File: config.mk
export PLATFORM = sky130hd
export DESIGN_NAME = gpio5_port
export DESIGN_NICKNAME = d
export VERILOG_FILES = /design/src/rtl/gpio5_pkg.sv /design/src/rtl/gpio5_sync.sv /design/src/rtl/gpio5_regs.sv /design/src/rtl/gpio5_readmux.sv /design/src/rtl/gpio5_port.sv
export SDC_FILE = /design/constraint.sdc
export NUM_CORES = 1
export LEC_CHECK = 0
export ABC_CLOCK_PERIOD_IN_PS = 1540
export CAP_MARGIN = 5
export CORE_MARGIN = 2
export CORE_UTILIZATION = 40
export DETAILED_ROUTE_END_ITERATION = 12
export HOLD_SLACK_MARGIN = 0.06
export PLACE_DENSITY = 0.7
export REMOVE_ABC_BUFFERS = 1
export SLEW_MARGIN = 20
export SYNTH_ARGS = -nofsm -noshare
export SYNTH_HDL_FRONTEND = slang
export SYNTH_SLANG_ARGS = --single-unit
File: constraint.sdc
create_clock -name clk -period 1.54 [get_ports clk]
set_input_delay 0.154 -clock clk [delete_from_list [all_inputs] [get_ports clk]]
set_output_delay 0.154 -clock clk [all_outputs]
set_load 0.01 [all_outputs]
File: src/rtl/gpio5_pkg.sv
package gpio5_pkg;
  localparam int unsigned BUS_W  = 8;
  localparam int unsigned ADDR_W = 2;

  typedef enum logic [ADDR_W-1:0] {
    OFF_DIR  = 2'd0,
    OFF_DATA = 2'd1,
    OFF_PORT = 2'd2,
    OFF_NONE = 2'd3
  } reg_off_e;
endpackage

File: src/rtl/gpio5_sync.sv
module gpio5_sync #(
  parameter int unsigned W      = 5,
  parameter int unsigned STAGES = 2
) (
  input  logic         clk,
  input  logic         rst_hard_n,
  input  logic [W-1:0] din,
  output logic [W-1:0] dout
);
  logic [W-1:0] stage_q [STAGES];

  generate
    for (genvar s = 0; s < STAGES; s++) begin : g_stage
      if (s == 0) begin : g_first
        always_ff @(posedge clk or negedge rst_hard_n) begin
          if (!rst_hard_n) stage_q[0] <= '0;
          else             stage_q[0] <= din;
        end
      end else begin : g_next
        always_ff @(posedge clk or negedge rst_hard_n) begin
          if (!rst_hard_n) stage_q[s] <= '0;
          else             stage_q[s] <= stage_q[s-1];
        end
      end
    end
  endgenerate

  assign dout = stage_q[STAGES-1];
endmodule

File: src/rtl/gpio5_regs.sv
module gpio5_regs
  import gpio5_pkg::*;
#(
  parameter int unsigned NPINS = 5
) (
  input  logic             clk,
  input  logic             rst_hard_n,
  input  logic             rst_keep_n,
  input  logic             wr_en,
  input  reg_off_e         wr_off,
  input  logic [BUS_W-1:0] wdata,
  output logic [NPINS-1:0] dir_q,
  output logic [NPINS-1:0] data_q
);
  // Named write events, visible to the assertions below
  logic wr_allowed, wr_dir_hit, wr_data_hit;
  assign wr_allowed  = wr_en && rst_keep_n;
  assign wr_dir_hit  = wr_allowed && (wr_off == OFF_DIR);
  assign wr_data_hit = wr_allowed && (wr_off == OFF_DATA);

  generate
    if (NPINS < BUS_W) begin : g_spare
      logic unused_wdata_hi;
      assign unused_wdata_hi = ^wdata[BUS_W-1:NPINS];
    end
  endgenerate

  always_ff @(posedge clk or negedge rst_hard_n) begin
    if (!rst_hard_n)     dir_q <= '0;
    else if (wr_dir_hit) dir_q <= wdata[NPINS-1:0];
  end

  always_ff @(posedge clk or negedge rst_hard_n) begin
    if (!rst_hard_n)      data_q <= '0;
    else if (wr_data_hit) data_q <= wdata[NPINS-1:0];
  end

  // the retaining reset keeps both registers
  a_r4_keep_regs: assert property (@(posedge clk) disable iff (!rst_hard_n)
    !rst_keep_n |=> ($stable(dir_q) && $stable(data_q)));
  // writing the port offset touches nothing
  a_r5_port_write_inert: assert property (@(posedge clk) disable iff (!rst_hard_n)
    (wr_en && wr_off == OFF_PORT) |=> ($stable(dir_q) && $stable(data_q)));
  // writing the unmapped offset touches nothing
  a_r8_unmapped_write: assert property (@(posedge clk) disable iff (!rst_hard_n)
    (wr_en && wr_off == OFF_NONE) |=> ($stable(dir_q) && $stable(data_q)));
  // a data write stores the low bits of the bus
  a_r2_data_store: assert property (@(posedge clk) disable iff (!rst_hard_n)
    wr_data_hit |=> (data_q == $past(wdata[NPINS-1:0])));
  // a direction write stores the low bits of the bus
  a_r1_dir_store: assert property (@(posedge clk) disable iff (!rst_hard_n)
    wr_dir_hit |=> (dir_q == $past(wdata[NPINS-1:0])));
endmodule

File: src/rtl/gpio5_readmux.sv
module gpio5_readmux
  import gpio5_pkg::*;
#(
  parameter int unsigned NPINS = 5
) (
  input  logic             clk,
  input  logic             rst_hard_n,
  input  logic             rst_keep_n,
  input  logic             rd_en,
  input  reg_off_e         rd_off,
  input  logic [NPINS-1:0] dir_q,
  input  logic [NPINS-1:0] data_q,
  input  logic [NPINS-1:0] pin_sync,
  output logic [BUS_W-1:0] rdata_q
);
  // Per-bit selection: an output pin reads its latch, an input pin reads its level
  function automatic logic [NPINS-1:0] port_mix(
    input logic [NPINS-1:0] dir,
    input logic [NPINS-1:0] latch,
    input logic [NPINS-1:0] level
  );
    logic [NPINS-1:0] r;
    for (int b = 0; b < NPINS; b++) r[b] = dir[b] ? latch[b] : level[b];
    return r;
  endfunction

  function automatic logic [BUS_W-1:0] widen(input logic [NPINS-1:0] v);
    logic [BUS_W-1:0] r;
    r = '0;
    r[NPINS-1:0] = v;
    return r;
  endfunction

  logic             rd_fire;
  logic [BUS_W-1:0] read_word;

  assign rd_fire = rd_en && rst_keep_n;

  always_comb begin
    unique case (rd_off)
      OFF_DIR:  read_word = widen(dir_q);
      OFF_DATA: read_word = widen(data_q);
      OFF_PORT: read_word = widen(port_mix(dir_q, data_q, pin_sync));
      default:  read_word = '0;
    endcase
  end

  always_ff @(posedge clk or negedge rst_hard_n) begin
    if (!rst_hard_n)     rdata_q <= '0;
    else if (!rst_keep_n) rdata_q <= '0;
    else if (rd_fire)     rdata_q <= read_word;
  end

  // port bits follow the latch where driven, the level elsewhere
  a_r6_port_mix: assert property (@(posedge clk) disable iff (!rst_hard_n)
    (rd_fire && rd_off == OFF_PORT) |=>
      ((((rdata_q[NPINS-1:0] ^ $past(data_q)) & $past(dir_q)) == '0) &&
       (((rdata_q[NPINS-1:0] ^ $past(pin_sync)) & ~$past(dir_q)) == '0)));
  // reserved bits read zero
  a_r6_reserved_zero: assert property (@(posedge clk) disable iff (!rst_hard_n)
    rd_fire |=> ((rdata_q >> NPINS) == '0));
  // unmapped offset reads zero
  a_r8_unmapped_read: assert property (@(posedge clk) disable iff (!rst_hard_n)
    (rd_fire && rd_off == OFF_NONE) |=> (rdata_q == '0));
  // retaining reset blanks the read register
  a_r4_read_blank: assert property (@(posedge clk) disable iff (!rst_hard_n)
    !rst_keep_n |=> (rdata_q == '0));
  // read data holds between reads
  a_r9_hold: assert property (@(posedge clk) disable iff (!rst_hard_n)
    (rst_keep_n && !rd_en) |=> $stable(rdata_q));
endmodule

File: src/rtl/gpio5_port.sv
module gpio5_port
  import gpio5_pkg::*;
#(
  parameter int unsigned NPINS       = 5,
  parameter int unsigned SYNC_STAGES = 2
) (
  input  logic              clk,
  input  logic              rst_hard_n,
  input  logic              rst_keep_n,
  input  logic [ADDR_W-1:0] bus_addr,
  input  logic              bus_wr,
  input  logic              bus_rd,
  input  logic [BUS_W-1:0]  bus_wdata,
  output logic [BUS_W-1:0]  bus_rdata,
  input  logic [NPINS-1:0]  pin_in,
  output logic [NPINS-1:0]  pin_oe,
  output logic [NPINS-1:0]  pin_out
);
  reg_off_e         off;
  logic [NPINS-1:0] dir_q, data_q, pin_sync;

  assign off = reg_off_e'(bus_addr);

  gpio5_sync #(.W(NPINS), .STAGES(SYNC_STAGES)) u_sync (
    .clk        (clk),
    .rst_hard_n (rst_hard_n),
    .din        (pin_in),
    .dout       (pin_sync)
  );

  gpio5_regs #(.NPINS(NPINS)) u_regs (
    .clk        (clk),
    .rst_hard_n (rst_hard_n),
    .rst_keep_n (rst_keep_n),
    .wr_en      (bus_wr),
    .wr_off     (off),
    .wdata      (bus_wdata),
    .dir_q      (dir_q),
    .data_q     (data_q)
  );

  gpio5_readmux #(.NPINS(NPINS)) u_rmux (
    .clk        (clk),
    .rst_hard_n (rst_hard_n),
    .rst_keep_n (rst_keep_n),
    .rd_en      (bus_rd),
    .rd_off     (off),
    .dir_q      (dir_q),
    .data_q     (data_q),
    .pin_sync   (pin_sync),
    .rdata_q    (bus_rdata)
  );

  generate
    for (genvar p = 0; p < NPINS; p++) begin : g_pin
      assign pin_oe[p]  = dir_q[p];
      assign pin_out[p] = data_q[p];
    end
  endgenerate

  // hard reset leaves every pin undriven
  a_r3_pins_quiet: assert property (@(posedge clk)
    !rst_hard_n |-> (pin_oe == '0 && pin_out == '0));
  // output enables only move after a bus write
  a_r1_oe_needs_write: assert property (@(posedge clk) disable iff (!rst_hard_n)
    !bus_wr |=> $stable(pin_oe));
endmodule

**After elaboration in Yosys (flattened, before gate mapping)**

Cells that the tools add are included.

- Flip-flop bits (word level): 28
- Logic and storage cells: 21

- Equality and inequality tests: 3
- Mux-type cells: 8
- Reduce and logical (&&, ||, !) cells: 5

Operators by type and width:

| operator | number |
|---|---|
| $mux W8 | 2 |
| $pmux W5 S3 | 1 |
| $mux W1 | 5 |
| $logic_and A1 B1 Y1 | 4 |
| $eq A2 B1 Y1 const B | 1 |
| $eq A2 B2 Y1 const B | 1 |
| $logic_not A2 Y1 | 1 |
| $ne A2 B1 Y1 const B | 1 |

**Depth between registers and ports, before layout**

Gate-level depths: netlist of the first run.

- Word-level depth: 4
- Depth in mapped cells: 4
- Gate-level depth less buffers: 3

**Cells and area by module**

From an unflattened synthesis of the first run, not the netlist that was laid out.

- Cells, all modules: 85
- Area, all modules: 1077.3 um^2

By module, submodules not included:

| module | instances | cells each | area each (um^2) | seq. area each (um^2) |
|---|---|---|---|---|
| gpio5_readmux | 1 | 48 | 401.6 | 125.1 |
| gpio5_regs | 1 | 22 | 387.9 | 250.2 |
| gpio5_sync | 1 | 15 | 287.8 | 250.2 |

**Worst setup path after synthesis of the first run**

Ideal clock, no wire load.

- Kind: in2reg
- Start: input port bus_addr[0]
- End: register u_regs.dir_q[0]
- Arrival: 0.902 ns
- Required time: 1.415 ns
- Setup slack: 0.513 ns
- Cell stages on the path: 3
- Buffers on the path: 1
- Path through: buf_4 -> nor3_4 -> mux2_2

- Cells in the longest elaborated chain, start to end: 2

Ends and longest elaborated chain:

| item | line | source |
|---|---|---|
| from (decl) | gpio5_port.sv:10 | `input logic [ADDR_W-1:0] bus_addr,` |
| $logic_not A2 Y1 | gpio5_regs.sv:18 | `assign wr_dir_hit = wr_allowed && (wr_off == OFF_DIR);` |
| $logic_and A1 B1 Y1 | gpio5_regs.sv:18 |  |
| to (signal assigned) | gpio5_regs.sv:30 | `else if (wr_dir_hit) dir_q <= wdata[NPINS-1:0];` |
| to (decl) | gpio5_regs.sv:12 | `output logic [NPINS-1:0] dir_q,` |

Every way passes these cells.
A chain may end at the register's enable or synchronous reset.

**Worst setup path after layout of the first run**

- Start: register u_regs.data_q[4]
- End: output port pin_out[4]

RTL lines:

| item | line | source |
|---|---|---|
| from (decl) | gpio5_regs.sv:13 | `output logic [NPINS-1:0] data_q` |
| from (signal assigned) | gpio5_regs.sv:35 | `else if (wr_data_hit) data_q <= wdata[NPINS-1:0];` |
| to (decl) | gpio5_port.sv:17 | `output logic [NPINS-1:0] pin_out` |

No word-level cell between the ends.

==> results.sh, run 1 <==
export IMPL_p_leak_nw=0.643
export IMPL_use_met3_pct=3.28
export IMPL_vias=769
export IMPL_postCtsHoldBufs=0
export IMPL_critical_path_slowest_cell="clkdlybuf4s50_1"
export IMPL_cts_buffer_depth=2
export IMPL_cpPeakStageDelay_ps=560
export IMPL_clk_latency_ps=310
export IMPL_period_needed_ps=1440
export IMPL_required_ps=1390
export IMPL_cts_tree="done"
export IMPL_cts_root_buf="clkbuf_4"
export IMPL_syn_avg_cell_area_um2=12.9
export IMPL_vdd_drop_max_uv=754
export IMPL_final_antenna_net_count=0
export IMPL_drt_wl_total_mm=2.22
export IMPL_finalHoldViolations=0
export IMPL_yosysTopAreaCell="dfrtp_1"
export IMPL_grtUsageMet1_pct=21.1
export IMPL_ys_flop_type="dfrtp_1"
export IMPL_yosysWarnings=0
export IMPL_cts_resized=0
export IMPL_cts_max_level=1
export IMPL_area_growth_synth_to_final_pct=43.6
export IMPL_use_met2_pct=27.0
export IMPL_synth_top_cells_by_area="dfrtp_1 61%, mux2_2 11%, mux2i_1 4.8%, nand3b_1 3.6%, o21a_1 3.6%"
export IMPL_die_y_um=54.8
export IMPL_crit_fanout=4
export IMPL_drive_above_1_share_pct=22.2
export IMPL_grt_usage_pct=16.4
export IMPL_cts_inserted_buffers=3
export IMPL_synthArstFlopShare_pct=100
export IMPL_wl_per_cell_um=14.2
export IMPL_cts_sinks=25
export IMPL_initial_core_util_pct=42.0
export IMPL_ys_ff_latch=25
export IMPL_drt_iter0_markers=9
export IMPL_synth_top_area_share_pct=60.6
export IMPL_drv_slew=0
export IMPL_fp_dieW_um=54.8
export IMPL_grt_pass1_wl_mm=3.28
export IMPL_antennaDiodeCount=0
export IMPL_path_clk_slew_ps=130
export IMPL_crit_family="buffers and inverters"
export IMPL_n_fill_cell=215
export IMPL_crit_type="flop to output port"
export IMPL_synthesis_area_um2=1030
export IMPL_powerDensity_nw_per_um2=1030
export IMPL_post_route_period_util_pct=93.3
export IMPL_die_area_um2=3000
export IMPL_rows=18
export IMPL_ioPinCount=38
export IMPL_grt_max_degree=26
export IMPL_top_usage_layer="met2"
export IMPL_yosysSeqAreaShare_pct=60.6
export IMPL_antenna_found_initial=0
export IMPL_cp_end_kind="output port"
export IMPL_fmaxAchievable_mhz=696
export IMPL_area_sequential_um2=626
export IMPL_finalPower_mw=1.53
export IMPL_hold_class="input pin to async pin"
export IMPL_globalplace_congestion=0.766
export IMPL_synth_enable_flop_cells=0
export IMPL_cts_setup_buffers=0
export IMPL_timing_critical_path_buf_inv=1
export IMPL_nNetsFinal=147
export IMPL_dp_hpwl_mm=1.70
export IMPL_dr_pass1_iters=4
export IMPL_multiInputGateArea_um2=365
export IMPL_rsz0062_at_grt="no"
export IMPL_fin_skew_ps=6.15
export IMPL_vias_per_cell=4.93
export IMPL_setup_violations=0
export IMPL_outcome="finished, final reports clean"
export IMPL_route_detailed_drc=0
export IMPL_design_core_area_um2=2450
export IMPL_holdWs_ps=179
export IMPL_drv_cap=0
export IMPL_path_cells="clkdlybuf4s50_1"
export IMPL_synthTopCellsByCount="25 x dfrtp_1, 10 x mux2_2, 6 x nand2_1"
export IMPL_overflow=0
export IMPL_ys_types=14
export IMPL_port_buffers=31
export IMPL_grt_pass1_vias=716
export IMPL_finish_utilization_pct=60.4
export IMPL_critPathLaunchType="flop"
export IMPL_synth_most_common_cell="dfrtp_1"
export IMPL_crit_arrival_ps=1280
export IMPL_synthCells=80
==> power by group <==
part	internal (mW)	switching (mW)
sequential	0.740	0.0703
clock	0.0969	0.183
combinational	0.277	0.162
total	1.11	0.415
==> cells by family after synthesis <==
family	share of synthesized area, %
other cells	0.363
compound gates	9.09
flops	60.6
buf+inv	4.73
simple gates	9.46
mux	15.8
==> final timing paths <==
check / start / end / slack [ps] / depth (start not counted)
setup / recovery: u_regs.data_q[4]$_DFFE_PN0P_ / pin_out[4] / 100 / 1
hold / removal: rst_hard_n / u_regs.data_q[4]$_DFFE_PN0P_ / 180 / 2
setup reg to reg: u_regs.dir_q[1]$_DFFE_PN0P_ / u_rmux.rdata_q[1]$_DFFE_PN0P_ / 470 / 4
hold reg to reg: u_sync.stage_q[5]$_DFF_PN0_ / u_sync.dout[0]$_DFF_PN0_ / 360 / 0
max in group asynchronous: rst_hard_n / u_regs.data_q[0]$_DFFE_PN0P_ / 1120 / 2
min in group clk: pin_in[1] / u_sync.stage_q[6]$_DFF_PN0_ / 260 / 1
==> metal layers <==
layer | up-vias | share of wire (%) | wire length, µm
li1 | 365 | - | -
met1 | 370 | 43 | 946
met2 | 32 | 50 | 1100
met3 | 2 | 6.8 | 152
met4 | 0 | 0.90 | 20
met5 | - | 0 | 0
==> state kept, by name, summed over array words and instances (netlist names) <==
name            cells
u_rmux.rdata_q      5
u_regs.data_q       5
u_regs.dir_q        5
u_sync.stage_q      5
u_sync.dout         5
==> cell usage in the layout, fill, tap and decap left out <==
cell	instances
conb_1	3
o22ai_1	5
clkbuf_4	3
nand2_1	6
buf_4	13
nand3b_1	5
inv_1	5
nor3_4	1
mux2i_1	5
mux2_2	10
o21a_1	5
dfrtp_1	25
clkdlybuf4s50_1	31
clkinv_2	1
nand2b_1	2
a21oi_1	5
nand4b_1	1
==> cell type report <==
class | instances | share of cell area, %
clock inverters | 1 | 0.338
flip-flops and latches | 25 | 42.2
well taps | 30 | 2.53
clock buffers | 3 | 1.52
repair buffers | 44 | 27.5
multi-input cells | 48 | 24.6
inverters | 5 | 1.27
==> per-stage QoR <==
stage          setup WS (ps)  setup TNS [ps]  std cells  instance area [µm²]
2_1_floorplan            634               0         78                 1010
6_report                 104               0        156                 1480
5_1_grt                 35.7               0        156                 1480
4_1_cts                 46.8               0        154                 1470
3_5_place_dp           -14.3           -18.6        150                 1440
3_3_place_gp            15.7               0        150                 1440
No activity file was read; power rests on OpenSTA's default activity.
==> run 2: changes to the inputs <==
--- a/config.mk
+++ b/config.mk
@@ -11,9 +11,9 @@
 export CORE_UTILIZATION = 40
 export DETAILED_ROUTE_END_ITERATION = 12
 export HOLD_SLACK_MARGIN = 0.06
+export MAX_ROUTING_LAYER = met4
 export PLACE_DENSITY = 0.7
 export REMOVE_ABC_BUFFERS = 1
-export SLEW_MARGIN = 20
 export SYNTH_ARGS = -nofsm -noshare
 export SYNTH_HDL_FRONTEND = slang
 export SYNTH_SLANG_ARGS = --single-unit
==> results.sh, run 2 (synthesized netlist as in run 1, its figures left out) <==
export IMPL_wl_per_cell_um=14.2
export IMPL_rows=18
export IMPL_dpl_cell_count=150
export IMPL_critPathLaunchType="flop"
export IMPL_finalPower_mw=1.53
export IMPL_holdWs_ps=181
export IMPL_outcome="finished, final reports clean"
export IMPL_design_core_area_um2=2450
export IMPL_r2r_start="u_regs.dir_q[1]$_DFFE_PN0P_"
export IMPL_cts_tree="done"
export IMPL_period_needed_ps=1440
export IMPL_area_growth_synth_to_final_pct=43.6
export IMPL_pwr_share_comb_pct=28.8
export IMPL_crit_type="flop to output port"
export IMPL_switchingPower_uw=415
export IMPL_cts_sinks=25
export IMPL_overflow=0
export IMPL_dpl_instance_area_um2=1440
export IMPL_fp_dieW_um=54.8
export IMPL_fin_skew_ps=6.33
export IMPL_path_clk_slew_ps=130
export IMPL_drv_slew=0
export IMPL_finalHoldViolations=0
export IMPL_drv_cap=0
export IMPL_dr_pass1_iters=4
export IMPL_p_leak_nw=0.643
export IMPL_dpl_worst_slack_ps=-14.3
export IMPL_vdd_drop_max_uv=754
export IMPL_cts_root_buf="clkbuf_4"
export IMPL_grt_max_degree=26
export IMPL_hold_class="input pin to async pin"
export IMPL_stdcell_area_um2=1480
export IMPL_initial_core_util_pct=42.0
export IMPL_multiInputGateArea_um2=365
export IMPL_area_sequential_um2=626
export IMPL_n_fill_cell=215
export IMPL_rrSetupSlack_ps=460
export IMPL_seqPwrFrac_pct=53.0
export IMPL_port_buffers=31
export IMPL_vias=766
export IMPL_ioPinCount=38
export IMPL_layout_setup_ws_ps=105
export IMPL_finish_utilization_pct=60.4
export IMPL_drt_iter0_markers=9
export IMPL_met1_length_um=958
export IMPL_p_int_mw=1.11
export IMPL_crit_path_start="u_regs.data_q[1]$_DFFE_PN0P_"
export IMPL_fin_setup_tns_ps=0
export IMPL_critical_path_slowest_cell="clkdlybuf4s50_1"
export IMPL_clk_latency_ps=300
export IMPL_antennaDiodeCount=0
export IMPL_drive_above_1_share_pct=22.2
export IMPL_cts_max_level=1
export IMPL_die_y_um=54.8
export IMPL_drt_wl_total_mm=2.22
export IMPL_cts_buffer_depth=2
export IMPL_final_antenna_net_count=0
export IMPL_cts_inserted_buffers=3
export IMPL_swShare_pct=27.2
export IMPL_timing_critical_path_buf_inv=1
export IMPL_route_detailed_drc=0
export IMPL_required_ps=1390
export IMPL_grt_pass1_vias=717
export IMPL_cpPeakStageDelay_ps=560
export IMPL_met3WireLength_um=134
export IMPL_setup_violations=0
export IMPL_die_area_um2=3000
export IMPL_path_cells="clkdlybuf4s50_1"
export IMPL_antenna_found_initial=0
export IMPL_post_route_period_util_pct=93.2
export IMPL_reg2reg_depth=4
export IMPL_highest_layer="met4"
export IMPL_final_cell_mix="31 x clkdlybuf4s50_1, 25 x dfrtp_1, 13 x buf_4"
export IMPL_wl_met2_mm=1.11
export IMPL_crit_family="buffers and inverters"
export IMPL_vias_per_cell=4.91
export IMPL_nNetsFinal=147
export IMPL_powerDensity_nw_per_um2=1030
export IMPL_fin_cells=156
export IMPL_globalplace_congestion=0.776
export IMPL_crit_arrival_ps=1280
export IMPL_rsz0062_at_grt="no"
export IMPL_rr_endpoint="u_rmux.rdata_q[1]$_DFFE_PN0P_"
export IMPL_grt_pass1_wl_mm=3.28
export IMPL_cp_end_kind="output port"
export IMPL_dp_hpwl_mm=1.70
export IMPL_pwr_share_clk_pct=18.2
export IMPL_postCtsHoldBufs=0
export IMPL_fmaxAchievable_mhz=697
export IMPL_grt_usage_pct=16.8
export IMPL_layout_commonest_cell="clkdlybuf4s50_1"
export IMPL_crit_fanout=4
run 2: cell counts in the layout (fill, tap and decap cells not counted):
Identical to the previous run, type by type.
run 2: layer usage:
metal | vias up | global-route usage, %
li1 | 365 | -
met1 | 374 | 21.1
met2 | 25 | 27.0
met3 | 2 | 3.28
met4 | 0 | 6.25
met5 | - | -
run 2: worst max path at each step:
| stage | end | slack [ps] | cells past startpoint |
|---|---|---|---|
| floorplan | u_rmux.rdata_q[3]$_DFFE_PN0P_ | 630 | 3 |
| global placement | u_rmux.rdata_q[0]$_DFFE_PN0P_ | 20 | 5 |
| detailed placement | u_rmux.rdata_q[1]$_DFFE_PN0P_ | -10 | 5 |
| CTS | pin_oe[1] | 50 | 1 |
| global route | pin_out[4] | 40 | 1 |
| finish | pin_out[1] | 100 | 1 |
run 2: timing repair:
action / 4_1_cts / 5_1_grt
buffers inserted: 0 / 2
gates resized for setup: 0 / 0
endpoints found under the setup margin: 0 / 1
run 2: power groups by stage:
stage	registers, mW	logic (mW)	clock network, mW
6_report	0.811	0.440	0.278
3_5_place_dp	0.829	0.424	0
2_1_floorplan	0.848	0.137	0
4_1_cts	0.815	0.426	0.289
5_1_grt	0.824	0.472	0.320
3_3_place_gp	0.823	0.412	0
run 2: cell type report:
cell class | count | area share (%)
inverters | 5 | 1.27
multi-input cells | 48 | 24.6
repair buffers | 44 | 27.5
clock buffers | 3 | 1.52
flip-flops and latches | 25 | 42.2
clock inverters | 1 | 0.338
well taps | 30 | 2.53
run 2: worst reg2reg max path, stage by stage (launching register included):
cell and delay [ps]:
dfrtp_1 430, buf_4 150, mux2i_1 120, o22ai_1 90, o21a_1 190
